<file path="config.mk">
export PLATFORM = sky130hd
export DESIGN_NAME = eq_phase_seq
export DESIGN_NICKNAME = d
export VERILOG_FILES = /design/src/rtl/eqseq_pkg.sv /design/src/rtl/eq_rx_qual.sv /design/src/rtl/eq_pair_cnt.sv /design/src/rtl/eq_phase_fsm.sv /design/src/rtl/eq_tx_map.sv /design/src/rtl/eq_phase_seq.sv
export SDC_FILE = /design/constraint.sdc
export NUM_CORES = 1
export LEC_CHECK = 0
export ABC_AREA = 1
export BUFFER_PORTS_ARGS = -buffer_cell sky130_fd_sc_hd__buf_4
export CORE_AREA = 2 2 39 41
export CTS_CLUSTER_SIZE = 12
export DETAILED_ROUTE_END_ITERATION = 8
export DIE_AREA = 0 0 41 43
export PLACE_DENSITY_LB_ADDON = 0.25
export SKIP_LAST_GASP = 1
export SYNTH_ARGS = -nofsm -noshare
export SYNTH_HDL_FRONTEND = slang
export SYNTH_SLANG_ARGS = --single-unit
export TNS_END_PERCENT = 50
</file>
<file path="constraint.sdc">
create_clock -name clk_i -period 2.1 [get_ports clk_i]
set_input_delay 0.315 -clock clk_i [delete_from_list [all_inputs] [get_ports clk_i]]
set_output_delay 0.315 -clock clk_i [all_outputs]
set_load 0.02 [all_outputs]
</file>
<file path="src/rtl/eqseq_pkg.sv">
package eqseq_pkg;
  typedef enum logic [2:0] {
    ST_IDLE,
    ST_PH0,
    ST_PH1,
    ST_PH2,
    ST_PH3,
    ST_DONE
  } eq_state_e;

  localparam logic [1:0] EC_P0 = 2'b00;
  localparam logic [1:0] EC_P1 = 2'b01;
  localparam logic [1:0] EC_P2 = 2'b10;
  localparam logic [1:0] EC_P3 = 2'b11;
endpackage

</file>
<file path="src/rtl/eq_rx_qual.sv">
module eq_rx_qual
  import eqseq_pkg::*;
(
  input  eq_state_e  state_i,
  input  logic       is_dsp_i,
  input  logic       rx_is_ts1_i,
  input  logic [1:0] rx_ec_i,
  input  logic       rx_rt_ext_i,
  output logic       want_pair_o,
  output logic       match_o
);
  always_comb begin
    want_pair_o = 1'b0;
    match_o     = 1'b0;
    if (is_dsp_i) begin
      if (state_i == ST_PH2) begin
        want_pair_o = 1'b1;
        match_o     = (rx_ec_i == EC_P3);
      end
    end else begin
      unique case (state_i)
        ST_PH0: begin
          want_pair_o = 1'b1;
          match_o     = (rx_ec_i == EC_P1) && (rx_is_ts1_i || !rx_rt_ext_i);
        end
        ST_PH1: begin
          want_pair_o = 1'b1;
          match_o     = rx_is_ts1_i && (rx_ec_i == EC_P2);
        end
        ST_PH3: begin
          want_pair_o = 1'b1;
          match_o     = rx_is_ts1_i && (rx_ec_i == EC_P0);
        end
        default: ;
      endcase
    end
  end
endmodule

</file>
<file path="src/rtl/eq_pair_cnt.sv">
module eq_pair_cnt #(
  parameter int unsigned PAIR_LEN = 2
) (
  input  logic clk_i,
  input  logic rst_ni,
  input  logic clr_i,
  input  logic valid_i,
  input  logic match_i,
  output logic hit_o
);
  localparam int unsigned CW = (PAIR_LEN < 2) ? 1 : $clog2(PAIR_LEN);
  localparam logic [CW-1:0] LAST = CW'(PAIR_LEN - 1);

  logic [CW-1:0] cnt_q;

  assign hit_o = valid_i && match_i && (cnt_q == LAST);

  always_ff @(posedge clk_i or negedge rst_ni) begin
    if (!rst_ni) begin
      cnt_q <= '0;
    end else if (clr_i || hit_o) begin
      cnt_q <= '0;
    end else if (valid_i) begin
      cnt_q <= match_i ? cnt_q + 1'b1 : '0;
    end
  end
endmodule

</file>
<file path="src/rtl/eq_phase_fsm.sv">
module eq_phase_fsm
  import eqseq_pkg::*;
(
  input  logic      clk_i,
  input  logic      rst_ni,
  input  logic      is_dsp_i,
  input  logic      start_i,
  input  logic      pair_hit_i,
  input  logic      ber_met_i,
  output eq_state_e state_o,
  output logic      adv_o,
  output logic      done_o,
  output logic      p3_ok_o
);
  eq_state_e state_q, state_d;
  logic      done_q, p3_ok_q;

  always_comb begin
    state_d = state_q;
    unique case (state_q)
      ST_IDLE, ST_DONE: if (start_i) state_d = is_dsp_i ? ST_PH1 : ST_PH0;
      ST_PH0:           if (pair_hit_i) state_d = ST_PH1;
      ST_PH1: begin
        if (is_dsp_i) begin
          if (ber_met_i) state_d = ST_PH2;
        end else if (pair_hit_i) begin
          state_d = ST_PH2;
        end
      end
      ST_PH2: begin
        if (is_dsp_i) begin
          if (pair_hit_i) state_d = ST_PH3;
        end else if (ber_met_i) begin
          state_d = ST_PH3;
        end
      end
      ST_PH3: begin
        if (is_dsp_i) begin
          if (ber_met_i) state_d = ST_DONE;
        end else if (pair_hit_i) begin
          state_d = ST_DONE;
        end
      end
      default: state_d = ST_IDLE;
    endcase
  end

  always_ff @(posedge clk_i or negedge rst_ni) begin
    if (!rst_ni) begin
      state_q <= ST_IDLE;
      done_q  <= 1'b0;
      p3_ok_q <= 1'b0;
    end else begin
      state_q <= state_d;
      if (state_d == ST_DONE && state_q == ST_PH3) begin
        done_q  <= 1'b1;
        p3_ok_q <= 1'b1;
      end else if (state_q != ST_DONE && state_q != ST_IDLE) begin
        done_q  <= done_q;
        p3_ok_q <= p3_ok_q;
      end else if (start_i) begin
        done_q  <= 1'b0;
        p3_ok_q <= 1'b0;
      end
    end
  end

  assign state_o = state_q;
  assign adv_o   = (state_d != state_q);
  assign done_o  = done_q;
  assign p3_ok_o = p3_ok_q;
endmodule

</file>
<file path="src/rtl/eq_tx_map.sv">
module eq_tx_map
  import eqseq_pkg::*;
(
  input  eq_state_e  state_i,
  input  logic       is_dsp_i,
  output logic       tx_is_ts1_o,
  output logic [1:0] tx_ec_o,
  output logic [1:0] phase_o,
  output logic       active_o
);
  always_comb begin
    tx_is_ts1_o = 1'b1;
    tx_ec_o     = EC_P0;
    phase_o     = 2'd0;
    active_o    = 1'b1;
    unique case (state_i)
      ST_PH0: begin
        tx_is_ts1_o = 1'b0;
        tx_ec_o     = EC_P0;
      end
      ST_PH1: begin
        tx_is_ts1_o = 1'b0;
        tx_ec_o     = EC_P1;
        phase_o     = 2'd1;
      end
      ST_PH2: begin
        tx_is_ts1_o = is_dsp_i;
        tx_ec_o     = EC_P2;
        phase_o     = 2'd2;
      end
      ST_PH3: begin
        tx_ec_o = EC_P3;
        phase_o = 2'd3;
      end
      ST_DONE: begin
        phase_o  = 2'd3;
        active_o = 1'b0;
      end
      default: active_o = 1'b0;
    endcase
  end
endmodule

</file>
<file path="src/rtl/eq_phase_seq.sv">
module eq_phase_seq
  import eqseq_pkg::*;
#(
  parameter int unsigned PAIR_LEN = 2
) (
  input  logic       clk_i,
  input  logic       rst_ni,
  input  logic       is_dsp_i,
  input  logic       start_i,
  input  logic       rx_valid_i,
  input  logic       rx_is_ts1_i,
  input  logic [1:0] rx_ec_i,
  input  logic       rx_rt_ext_i,
  input  logic       ber_met_i,
  output logic       tx_is_ts1_o,
  output logic [1:0] tx_ec_o,
  output logic [1:0] phase_o,
  output logic       active_o,
  output logic       done_o,
  output logic       p3_ok_o
);
  eq_state_e state;
  logic      want_pair, match, pair_hit, adv;

  eq_rx_qual u_qual (
    .state_i     (state),
    .is_dsp_i    (is_dsp_i),
    .rx_is_ts1_i (rx_is_ts1_i),
    .rx_ec_i     (rx_ec_i),
    .rx_rt_ext_i (rx_rt_ext_i),
    .want_pair_o (want_pair),
    .match_o     (match)
  );

  eq_pair_cnt #(.PAIR_LEN(PAIR_LEN)) u_pair (
    .clk_i   (clk_i),
    .rst_ni  (rst_ni),
    .clr_i   (adv),
    .valid_i (rx_valid_i && want_pair),
    .match_i (match),
    .hit_o   (pair_hit)
  );

  eq_phase_fsm u_fsm (
    .clk_i      (clk_i),
    .rst_ni     (rst_ni),
    .is_dsp_i   (is_dsp_i),
    .start_i    (start_i),
    .pair_hit_i (pair_hit),
    .ber_met_i  (ber_met_i),
    .state_o    (state),
    .adv_o      (adv),
    .done_o     (done_o),
    .p3_ok_o    (p3_ok_o)
  );

  eq_tx_map u_map (
    .state_i     (state),
    .is_dsp_i    (is_dsp_i),
    .tx_is_ts1_o (tx_is_ts1_o),
    .tx_ec_o     (tx_ec_o),
    .phase_o     (phase_o),
    .active_o    (active_o)
  );
endmodule

</file>
### Yosys cells after proc, flatten, opt, wreduce, memory -nomap -nowiden

Index checks and enable logic that the tools add are counted.

| storage, ports and cells | value |
|---|---|
| flip-flop bits (word level) | 5 |
| input bits | 10 |
| output and inout bits | 8 |
| logic and storage cells | 67 |

| cells by class | value |
|---|---|
| add/sub/neg operators | 1 |
| equality and inequality tests | 12 |
| mux-type cells | 29 |
| reductions and logical operators | 22 |

Operator list:

| operator | number |
|---|---|
| two-way mux 3 bit | 11 |
| one-hot mux 3 bit (5 select lines) | 1 |
| two-way mux 1 bit | 12 |
| one-hot mux 2 bit (3 select lines) | 2 |
| == test 3 bit (second input constant) | 3 |
| logical AND 1 bit | 8 |
| == test 3 x 2 -> 1 bit (second input constant) | 2 |
| OR reduction 2 bit | 3 |
| == test 2 bit (second input constant) | 2 |
| nonzero test 2 bit | 2 |
| OR reduction 4 bit | 1 |
| == test 3 x 1 -> 1 bit (second input constant) | 1 |
| logical NOT 3 bit | 1 |
| != test 3 bit | 1 |
| != test 3 bit (second input constant) | 1 |
| one-hot mux 1 bit (3 select lines) | 1 |
| nonzero test 3 bit | 1 |
| OR reduction 3 bit | 1 |
| == test 2 x 1 -> 1 bit (second input constant) | 1 |
| logical NOT 2 bit | 1 |
| logical OR 1 bit | 2 |
| two-way mux 2 bit | 1 |
| != test 2 x 1 -> 1 bit (second input constant) | 1 |
| one-hot mux 1 bit (2 select lines) | 1 |
| 3 further kinds | 3 |

### Longest topological paths before layout

Gate-level depths: netlist of run 1.

| logic depth | value |
|---|---|
| depth after elaboration | 14 |
| mapped depth | 14 |

### Modules after synthesis

Synthesis of run 1 repeated with hierarchy kept, for this count alone.

| unflattened totals | value |
|---|---|
| cells, all modules | 103 |
| area, all modules | 599.3 um2 |

By module, submodules not included:

| module | times used | cells an instance | area an instance (um2) | sequential area each (um2) |
|---|---|---|---|---|
| eq_phase_fsm | 1 | 51 | 347.8 | 100.1 |
| eq_rx_qual | 1 | 27 | 118.9 | 0.0 |
| eq_tx_map | 1 | 15 | 70.1 | 0.0 |
| eq_pair_cnt | 1 | 8 | 55.1 | 25.0 |
| eq_phase_seq | 1 | 2 | 7.5 | 0.0 |

### Worst setup path before layout of run 1

No wires, ideal clock.

| path | value |
|---|---|
| kind | register -> register |
| start point | register u_fsm.state_q[1] (netlist: u_fsm.state_o[1]) |
| end point | register u_pair.cnt_q |
| setup time | 116 ps |
| arrival time | 1475 ps |
| setup slack | 510 ps |
| cell stages (with the launch flop) | 11 |
| path through | dfrtp_1 > nor2_4 > nand2_4 > nand2_2 > nand3_2 > nand3_2 > nand4_4 > o21ai_0 > inv_1 > nand3_1 > nor2_1 |

| on the way | value |
|---|---|
| longest elaborated chain between the ends | 13 |
| elaborated cells between the ends (all ways) | 35 |
| classes of those cells | eq/ne: 6; mux: 21; reduce/logical: 8 |

RTL lines:

| item | RTL line | RTL |
|---|---|---|
| from (decl) | eq_phase_fsm.sv:15 | `eq_state_e state_q, state_d;` |
| from (signal assigned) | eq_phase_fsm.sv:54 | `state_q <= state_d;` |
| == test 3 x 1 -> 1 bit, or another cell as far along | eq_rx_qual.sv:21, eq_phase_fsm.sv:20 |  |
| OR reduction 3 bit (no source line) | -- |  |
| two-way mux 1 bit | eq_rx_qual.sv:21 | `unique case (state_i)` |
| two-way mux 1 bit | eq_rx_qual.sv:15 | `if (is_dsp_i) begin` |
| logical AND 1 bit | eq_phase_seq.sv:39 | `.valid_i (rx_valid_i && want_pair),` |
| logical AND 1 bit (2 in series) | eq_pair_cnt.sv:16 | `assign hit_o = valid_i && match_i && (cnt_q == LAST);` |
| two-way mux 3 bit (on tied branches) | eq_phase_fsm.sv:40, eq_phase_fsm.sv:26, eq_phase_fsm.sv:32 |  |
| two-way mux 3 bit (on tied branches) | eq_phase_fsm.sv:38, eq_phase_fsm.sv:24, eq_phase_fsm.sv:31 |  |
| one-hot mux 3 bit (5 select lines) | eq_phase_fsm.sv:20 | `unique case (state_q)` |
| != test 3 bit | eq_phase_fsm.sv:69 | `assign adv_o = (state_d != state_q);` |
| logical OR 1 bit | eq_pair_cnt.sv:21 | `end else if (clr_i \|\| hit_o) begin` |
| two-way mux 1 bit / nonzero test 2 bit (equally long branches) | -- |  |
| to (signal assigned) | eq_pair_cnt.sv:24 | `cnt_q <= match_i ? cnt_q + 1'b1 : '0;` |
| to (decl) | eq_pair_cnt.sv:14 | `logic [CW-1:0] cnt_q;` |

Several ways; a longest one is shown, not always the timed one. The select of a mux whose other input is x is not followed.
A chain may end at the register's enable or synchronous reset.

### Worst setup path after layout of run 1

| path | value |
|---|---|
| start point | register u_fsm.state_q[0] (netlist: u_fsm.state_o[0]) |
| end point | output phase_o[1] |

| on the way | value |
|---|---|
| longest elaborated chain between the ends | 3 |
| elaborated cells between the ends (all ways) | 6 |
| classes of those cells | eq/ne: 4; mux: 1; reduce/logical: 1 |

RTL lines:

| item | RTL line | RTL |
|---|---|---|
| == test 3 bit | eq_tx_map.sv:16 | `unique case (state_i)` |
| OR reduction 2 bit (no source line) | -- |  |
| one-hot mux 2 bit (3 select lines) * | eq_tx_map.sv:16 |  |
| to (decl) | eq_phase_seq.sv:17 | `output logic [1:0] phase_o,` |

Every way passes the cells marked *; elsewhere a longest branch is shown, timed or not.

==> run summary, run 1 <==
Final Cycle Share - 87.0%
final WL - 1.37 mm
FILL cells - 137
buffers added on ports - 17
DRC - 0
kind of critical path - flip-flop to output pin
DR iter-0 viols - 14
r2r setup slk - 0.31 ns
leakage - 0.000396 µW
global-route wire length before repair - 2.30 mm
DRT met1 WL - 604 µm
Clock Skew - 0.00152 ns
die area - 1760 µm²
Rows - 14
Max Buffers Root-to-Sink - 2
most frequent cells in the layout - 17 x nand2_1, 17 x buf_4, 12 x inv_1
CTS root buffer - clkbuf_4
RSZ-0062 raised after global routing - false
max-slew violations - 0
Clock transition at path regs - 0.04 ns
IO Pins - 18
CTS tree - done
slowest stage cell, crit path - dfrtp_1
grt total ovfl - 0
Peak VDD IR - 832 µV
Final Hold Viols - 0
Multi-input gate area - 384 µm²
synthesized area per cell - 7.06 µm²
drt wl/cell - 11.6 µm
number of global-route vias before repair - 547
Post-CTS Setup Inserts - 0
Die Ht - 43 µm
DP Wirelength - 1.10 mm
Worst setup SP type - flip-flop
worst reg2reg path endpoint - u_pair.cnt_q
Final setup viols - 0
Post-Syn Area - 579 µm²
max_cap viols - 0
GRT Resource Usage Total - 19.0%
Ys Warns - 0
Fin Setup TNS - 0 ns
worst-path fanout max - 8
starting density of the core - 41.9%
CP Cell Sequence - inv_1 -> nor3_1 -> inv_1 -> nand2_1 -> inv_1 -> nand2_1 -> buf_4
layout cells sized above 1 - 36.3%
placed cells - 113
Tot Pwr - 1070 µW
fin cells - 118
DR WL met2 - 676 µm
Seq cells post-synth - 5
Die W - 41 µm
routed via count - 617
Worst R2R Start - u_fsm.state_o[0]
metal3 WL - 75 µm
Max Freq - 547 MHz
First-pass DRT Iterations - 4
status - finished, final reports clean
hold slack - 0.411 ns
CTS buffer count - 3
largest net degree at the start of global routing - 9
Net Count, Synth - 92
Slew @ Worst Pin - 0.381 ns
Distinct cells, synth - 22
Hold Path Class - input port to async pin
Worst Setup End Kind - output pin
antenna violations before repair - 0
CTS sink count - 5
Max Used Layer - met4
r2r worst-path depth - 12
Post-Place Cell Area - 708 µm²
GPL Wtd Cong - 0.880
Max-slew headroom - 74.6%
Finished Cell Area - 744 µm²
CP required - 1.78 ns
max incr delay on CP - 0.56 ns
post-synthesis sequential area ratio - 21.6%
Worst-Skew Late Latency - 0.24 ns
Period minus WS final - 1.83 ns
fin nets - 113
Power Dens Cells - 1440 nW/µm²
diode count - 0
synthesis-to-finish area growth - 28.5%
Core ar. - 1380 µm²
Sequential cell area - 125 µm²
Routed Antenna Nets - 0
H-tree depth - 1
crit path DAT - 1.51 ns
via/cell ratio - 5.23
Crit path top cell by count - inv_1
Cells after Synth - 82
-- synthesized netlist by cell type --
master | instances | share of area (%)
nand4_4 | 1 | 3.7
nor2_1 | 3 | 1.9
nand2_2 | 4 | 4.3
o21ai_2 | 1 | 1.5
inv_1 | 12 | 7.8
nand4_1 | 5 | 5.4
nand3_1 | 6 | 5.2
buf_6 | 1 | 1.9
nand2_1 | 17 | 11
or2_2 | 1 | 1.1
inv_4 | 1 | 1.1
o211ai_1 | 4 | 5.2
nand3_2 | 6 | 10
nor2_4 | 2 | 3.9
a32o_1 | 1 | 1.7
nand2_4 | 1 | 1.9
nor3_1 | 1 | 0.86
dfrtp_1 | 5 | 22
o21ai_0 | 5 | 4.3
a21oi_1 | 3 | 2.6
nand3b_1 | 1 | 1.3
buf_4 | 1 | 1.3
-- power breakdown --
part           switching (µW)  internal, µW
Sequential               93.3           132
Combinational             445           291
Clock                    38.6          71.8
Total                     577           495
-- worst max-delay path by stage --
stage / cells after the start / end / slack (ns) / startpoint
after floorplan: 10 / u_pair.cnt_q / 0.51 / u_fsm.state_o[1]
after global routing: 12 / u_pair.cnt_q / 0.14 / u_fsm.state_o[0]
after detailed placement: 12 / u_pair.cnt_q / 0.34 / u_fsm.state_o[0]
final: 7 / phase_o[1] / 0.27 / u_fsm.state_o[0]
after CTS: 7 / phase_o[1] / 0.27 / u_fsm.state_o[0]
after global placement: 12 / u_pair.cnt_q / 0.34 / u_fsm.state_o[1]
-- per-stage QoR --
step,utilization [%],setup WS (ns)
global route,53.8,0.138
global placement,51.2,0.336
floorplan,-,0.510
detailed placement,51.2,0.337
finish,53.8,0.272
CTS,53.8,0.272
-- worst max-delay path, delay by kind of cell, from the launching register on --
kind	cells	cell delay, ns
and+or+nand+nor	3	0.29
buffers and inverters	4	0.42
DFF	1	0.56
-- registers in the layout, summed over array words and instances, names as in the netlist --
| register | cells |
|---|---|
| u_pair.cnt_q | 1 |
| u_fsm.state_o | 3 |
| u_fsm.done_o | 1 |
-- final cells by class --
class,instances,area share [%]
sequential,5,16.8
clock buffer,4,3.53
multi-input combinational,62,51.6
inverter,13,6.89
tap,16,2.69
timing repair buffer,18,18.5
-- metal layers --
| metal | global-route usage (%) | vias up |
|---|---|---|
| li1 | - | 317 |
| met1 | 25.1 | 273 |
| met2 | 29.1 | 25 |
| met3 | 1.57 | 2 |
| met4 | 10.0 | 0 |
| met5 | 0 | - |
-- repair_timing --
item | 4_1_cts | 5_1_grt
hold buffers | 1 | 0
resized for setup | 0 | 0
endpoints found under the hold margin | 5 | 0
-- cells by family after synthesis --
kind of cell / after synthesis / share of synthesized area [%]
DFF: 5 / 21.6
buffers and inverters: 15 / 12.1
and+or+nand+nor: 48 / 51.0
AOI/OAI and AO/OA: 14 / 15.3
No activity file was read; power rests on OpenSTA's default activity.
==> run 2, diff against run 1 <==
--- a/config.mk
+++ b/config.mk
@@ -7,10 +7,12 @@
 export LEC_CHECK = 0
 export ABC_AREA = 1
 export BUFFER_PORTS_ARGS = -buffer_cell sky130_fd_sc_hd__buf_4
-export CORE_AREA = 2 2 39 41
+export CAP_MARGIN = 20
+export CORE_MARGIN = 2
+export CORE_UTILIZATION = 40
 export CTS_CLUSTER_SIZE = 12
 export DETAILED_ROUTE_END_ITERATION = 8
-export DIE_AREA = 0 0 41 43
+export MAX_ROUTING_LAYER = met4
 export PLACE_DENSITY_LB_ADDON = 0.25
 export SKIP_LAST_GASP = 1
 export SYNTH_ARGS = -nofsm -noshare
==> run 2 against run 1 <==
Register-to-register slack gained 0.04 ns. Total power grew 0.12%. Worst setup slack gained 0.020 ns. Final cell count shrank 0.85%. Sequential cell count is the same. Clock power is essentially flat. Die area grew 0.32%. Critical path type unchanged.
==> run summary, run 2 (synthesis results as in run 1) <==
CTS root buffer - clkbuf_4
die area - 1770 µm²
Period minus WS final - 1.81 ns
Crit path top cell by count - inv_1
buffers added on ports - 17
fin cells - 117
CP required - 1.78 ns
Max-slew headroom - 76.0%
synthesis-to-finish area growth - 28.3%
leakage - 0.000396 µW
Worst setup SP type - flip-flop
DRC - 0
fin util - 55.7%
fin nets - 113
Die Ht - 42.1 µm
Tot Pwr - 1070 µW
Max Used Layer - met3
placed cells - 112
FILL cells - 128
Rows - 13
RSZ-0062 raised after global routing - false
via/cell ratio - 5.35
kind of critical path - flip-flop to output pin
GRT Resource Usage Total - 16.9%
DP Wirelength - 1.13 mm
Crit path max-delay family - flip-flops
IO Pins - 18
Worst Path Buf+Inv - 4
Max Buffers Root-to-Sink - 2
crit path DAT - 1.49 ns
starting density of the core - 43.4%
Worst-Skew Late Latency - 0.24 ns
number of flip-flops in the largest register - 3
Routed Antenna Nets - 0
number of global-route vias before repair - 561
metal3 WL - 51 µm
Clock transition at path regs - 0.04 ns
most frequent cells in the layout - 17 x nand2_1, 17 x buf_4, 12 x inv_1
Final setup viols - 0
global-route wire length before repair - 2.30 mm
H-tree depth - 1
largest net degree at the start of global routing - 9
grt total ovfl - 0
worst-path fanout max - 8
Final Hold Viols - 0
Peak VDD IR - 934 µV
First-pass DRT Iterations - 4
Post-CTS Setup Inserts - 0
slowest stage cell, crit path - dfrtp_1
CP Cell Sequence - inv_1 -> nor3_1 -> inv_1 -> nand2_1 -> inv_1 -> nand2_1 -> buf_4
layout cells sized above 1 - 36.3%
max-slew violations - 0
Final Cycle Share - 86.1%
CTS sink count - 5
Max Freq - 553 MHz
Power Dens Cells - 1440 nW/µm²
DR iter-0 viols - 18
status - finished, final reports clean
Clock Skew - 0.00150 ns
max incr delay on CP - 0.55 ns
max_cap viols - 0
routed via count - 626
GPL Wtd Cong - 0.907
post_cts resized - 0
Slew @ Worst Pin - 0.360 ns
drt wl/cell - 11.9 µm
CTS tree - done
final WL - 1.40 mm
Fin Setup TNS - 0 ns
Worst Setup End Kind - output pin
DRT met1 WL - 630 µm
Core ar. - 1330 µm²
antenna violations before repair - 0
Die W - 42.1 µm
CTS buffer count - 3
DR WL met2 - 716 µm
Hold Path Class - input port to async pin
hold slack - 0.420 ns
diode count - 0
run 2: cell counts in the layout (fill, tap and decap cells not counted):
No cell type changed its count.
run 2: final timing paths:
check	depth (start not counted)	to	slack (ns)	start
worst max-delay path	7	phase_o[1]	0.29	u_fsm.state_o[0]
worst min-delay path	2	u_fsm.done_o	0.42	rst_ni
min in group clk_i	3	u_fsm.state_o[2]	0.42	start_i
worst min register to register	1	u_fsm.done_o	0.53	u_fsm.done_o
max in group asynchronous	2	u_fsm.state_o[2]	1.57	rst_ni
worst max register to register	12	u_pair.cnt_q	0.35	u_fsm.state_o[1]
run 2: final cells by class:
class                           instances  area [µm²]  share of cell area, %
Timing Repair Buffer                   18         138                   18.5
Sequential cell                         5         125                   16.8
Inverter                               13        51.3                   6.90
Multi-Input combinational cell         62         384                   51.7
Clock buffer                            4        26.3                   3.54
Tap cell                               15        18.8                   2.53
run 2: power by group:
part | total, µW | leakage, µW | internal (µW) | switching (µW)
Clock | 110 | 0.0000150 | 71.8 | 38.2
Combinational | 741 | 0.000316 | 291 | 450
Sequential | 222 | 0.0000650 | 132 | 89.7
Total | 1070 | 0.000396 | 495 | 578
run 2: repair_timing:
action / 4_1_cts / 5_1_grt
endpoints found under the setup margin: 0 / 0
endpoints found under the hold margin: 5 / 0
hold buffers: 1 / 0
run 2: through the flow:
step | setup slack [ns] | cell area (µm²)
5_1_grt | 0.185 | 743
3_5_place_dp | 0.355 | 707
3_3_place_gp | 0.341 | 707
4_1_cts | 0.286 | 743
6_report | 0.292 | 743
2_1_floorplan | 0.510 | 579
run 2: routing by layer:
metal,global-route usage [%],vias up
met2,28.4,12
met5,-,-
met3,0,0
met1,21.4,293
li1,-,321
met4,7.50,0
==> run 3, diff against run 2 <==
--- a/config.mk
+++ b/config.mk
@@ -6,7 +6,7 @@
 export NUM_CORES = 1
 export LEC_CHECK = 0
 export ABC_AREA = 1
-export BUFFER_PORTS_ARGS = -buffer_cell sky130_fd_sc_hd__buf_4
+export BUFFER_PORTS_ARGS = -buffer_cell sky130_fd_sc_hd__clkbuf_2
 export CAP_MARGIN = 20
 export CORE_MARGIN = 2
 export CORE_UTILIZATION = 40
==> run 3 against run 2 <==
Final cell count unchanged. Sequential share of layout area is 1.0 points higher. Largest power group unchanged. Register-to-register slack barely moved.
==> run summary, run 3 (synthesis results as in run 1) <==
DR iter-0 viols - 12
kind of critical path - flip-flop to output pin
Worst Setup End Kind - output pin
Die Ht - 42.1 µm
die area - 1770 µm²
Hold Path Class - input port to async pin
largest net degree at the start of global routing - 9
Die W - 42.1 µm
GPL Wtd Cong - 0.905
grt total ovfl - 0
leakage - 0.000384 µW
number of flip-flops in the largest register - 3
r2r worst-path depth - 12
Fin Setup TNS - 0 ns
synthesis-to-finish area growth - 21.0%
post_cts resized - 0
drt wl/cell - 11.7 µm
Routed Antenna Nets - 0
worst-path fanout max - 8
Power Dens Cells - 1440 nW/µm²
Finished Cell Area - 701 µm²
max-slew violations - 0
CTS tree - done
Multi-input gate area - 384 µm²
crit path DAT - 1.53 ns
Max Buffers Root-to-Sink - 2
global-route wire length before repair - 2.39 mm
number of global-route vias before repair - 541
Core ar. - 1330 µm²
layout cells sized above 1 - 36.3%
status - finished, final reports clean
max_cap viols - 0
Worst-Skew Late Latency - 0.24 ns
GRT Resource Usage Total - 18.0%
FILL cells - 137
Sequential cell area - 125 µm²
CTS sink count - 5
RSZ-0062 raised after global routing - false
Worst setup SP type - flip-flop
Max-slew headroom - 72.9%
DP Wirelength - 1.11 mm
H-tree depth - 1
final WL - 1.37 mm
Final setup viols - 0
Rows - 13
Max Freq - 543 MHz
Final Cycle Share - 87.7%
most frequent cells in the layout - 17 x nand2_1, 17 x clkbuf_2, 12 x inv_1
Clock transition at path regs - 0.04 ns
Period minus WS final - 1.84 ns
via/cell ratio - 5.22
starting density of the core - 43.4%
routed via count - 611
CP required - 1.78 ns
IO Pins - 18
First-pass DRT Iterations - 4
Clock Skew - 0.00156 ns
Post-Place Cell Area - 664 µm²
DRC - 0
Slew @ Worst Pin - 0.402 ns
Peak VDD IR - 823 µV
antenna violations before repair - 0
Final Hold Viols - 0
diode count - 0
CTS root buffer - clkbuf_4
fin nets - 113
CTS buffer count - 3
buffers added on ports - 17
-- run 3: changes by cell type in the layout (fill, tap and decap cells not counted) --
cell      before  now
clkbuf_2       0   17
buf_4         17    0
-- run 3: power by group --
group / switching [µW] / internal (µW)
sequential: 87.9 / 133
clock: 38.2 / 71.8
combinational: 444 / 234
total: 571 / 438
-- run 3: path summary, 6_finish.rpt --
kind	endpoint	slack [ns]	from
worst min-delay path	u_fsm.state_o[0]	0.43	rst_ni
worst min register to register	u_fsm.done_o	0.54	u_fsm.done_o
min in group clk_i	u_fsm.done_o	0.43	start_i
max in group asynchronous	u_fsm.state_o[2]	1.54	rst_ni
worst max-delay path	phase_o[1]	0.26	u_fsm.state_o[0]
worst max register to register	u_pair.cnt_q	0.36	u_fsm.state_o[1]
-- run 3: final cells by class --
type                       instances  area share [%]
timing repair buffer              18            13.6
multi-input combinational         62            54.8
tap                               15            2.68
clock buffer                       4            3.75
inverter                          13            7.32
sequential                         5            17.9
-- run 3: per-stage QoR --
step                total power, µW  std cells  hold WS (ns)  util (%)  worst slack [ns]
floorplan                       742         82        0.0194         -             0.510
global route                   1110        117         0.426      52.5             0.118
finish                         1010        117         0.425      52.5             0.258
detailed placement              898        112         0.138      49.8             0.361
CTS                            1020        117         0.418      52.5             0.249
global placement                895        112         0.136      49.8             0.356
-- run 3: what timing repair did --
action	in CTS	in global routing
setup buffers	0	0
hold buffers	1	0
endpoints found under the hold margin	5	0
-- run 3: routing by layer --
layer | vias to the layer above | track usage [%] | part of all wire (%)
met5 | - | - | 0
met4 | 0 | 9.38 | 0.73
met3 | 2 | 2.59 | 5.1
met2 | 17 | 25.9 | 45
met1 | 268 | 24.3 | 49
li1 | 324 | - | -
-- run 3: critical path, stage by stage, from the launching register on --
cell	delay [ns]
dfrtp_1	0.54
inv_1	0.14
nor3_1	0.19
inv_1	0.09
nand2_1	0.06
inv_1	0.05
nand2_1	0.05
clkbuf_2	0.17
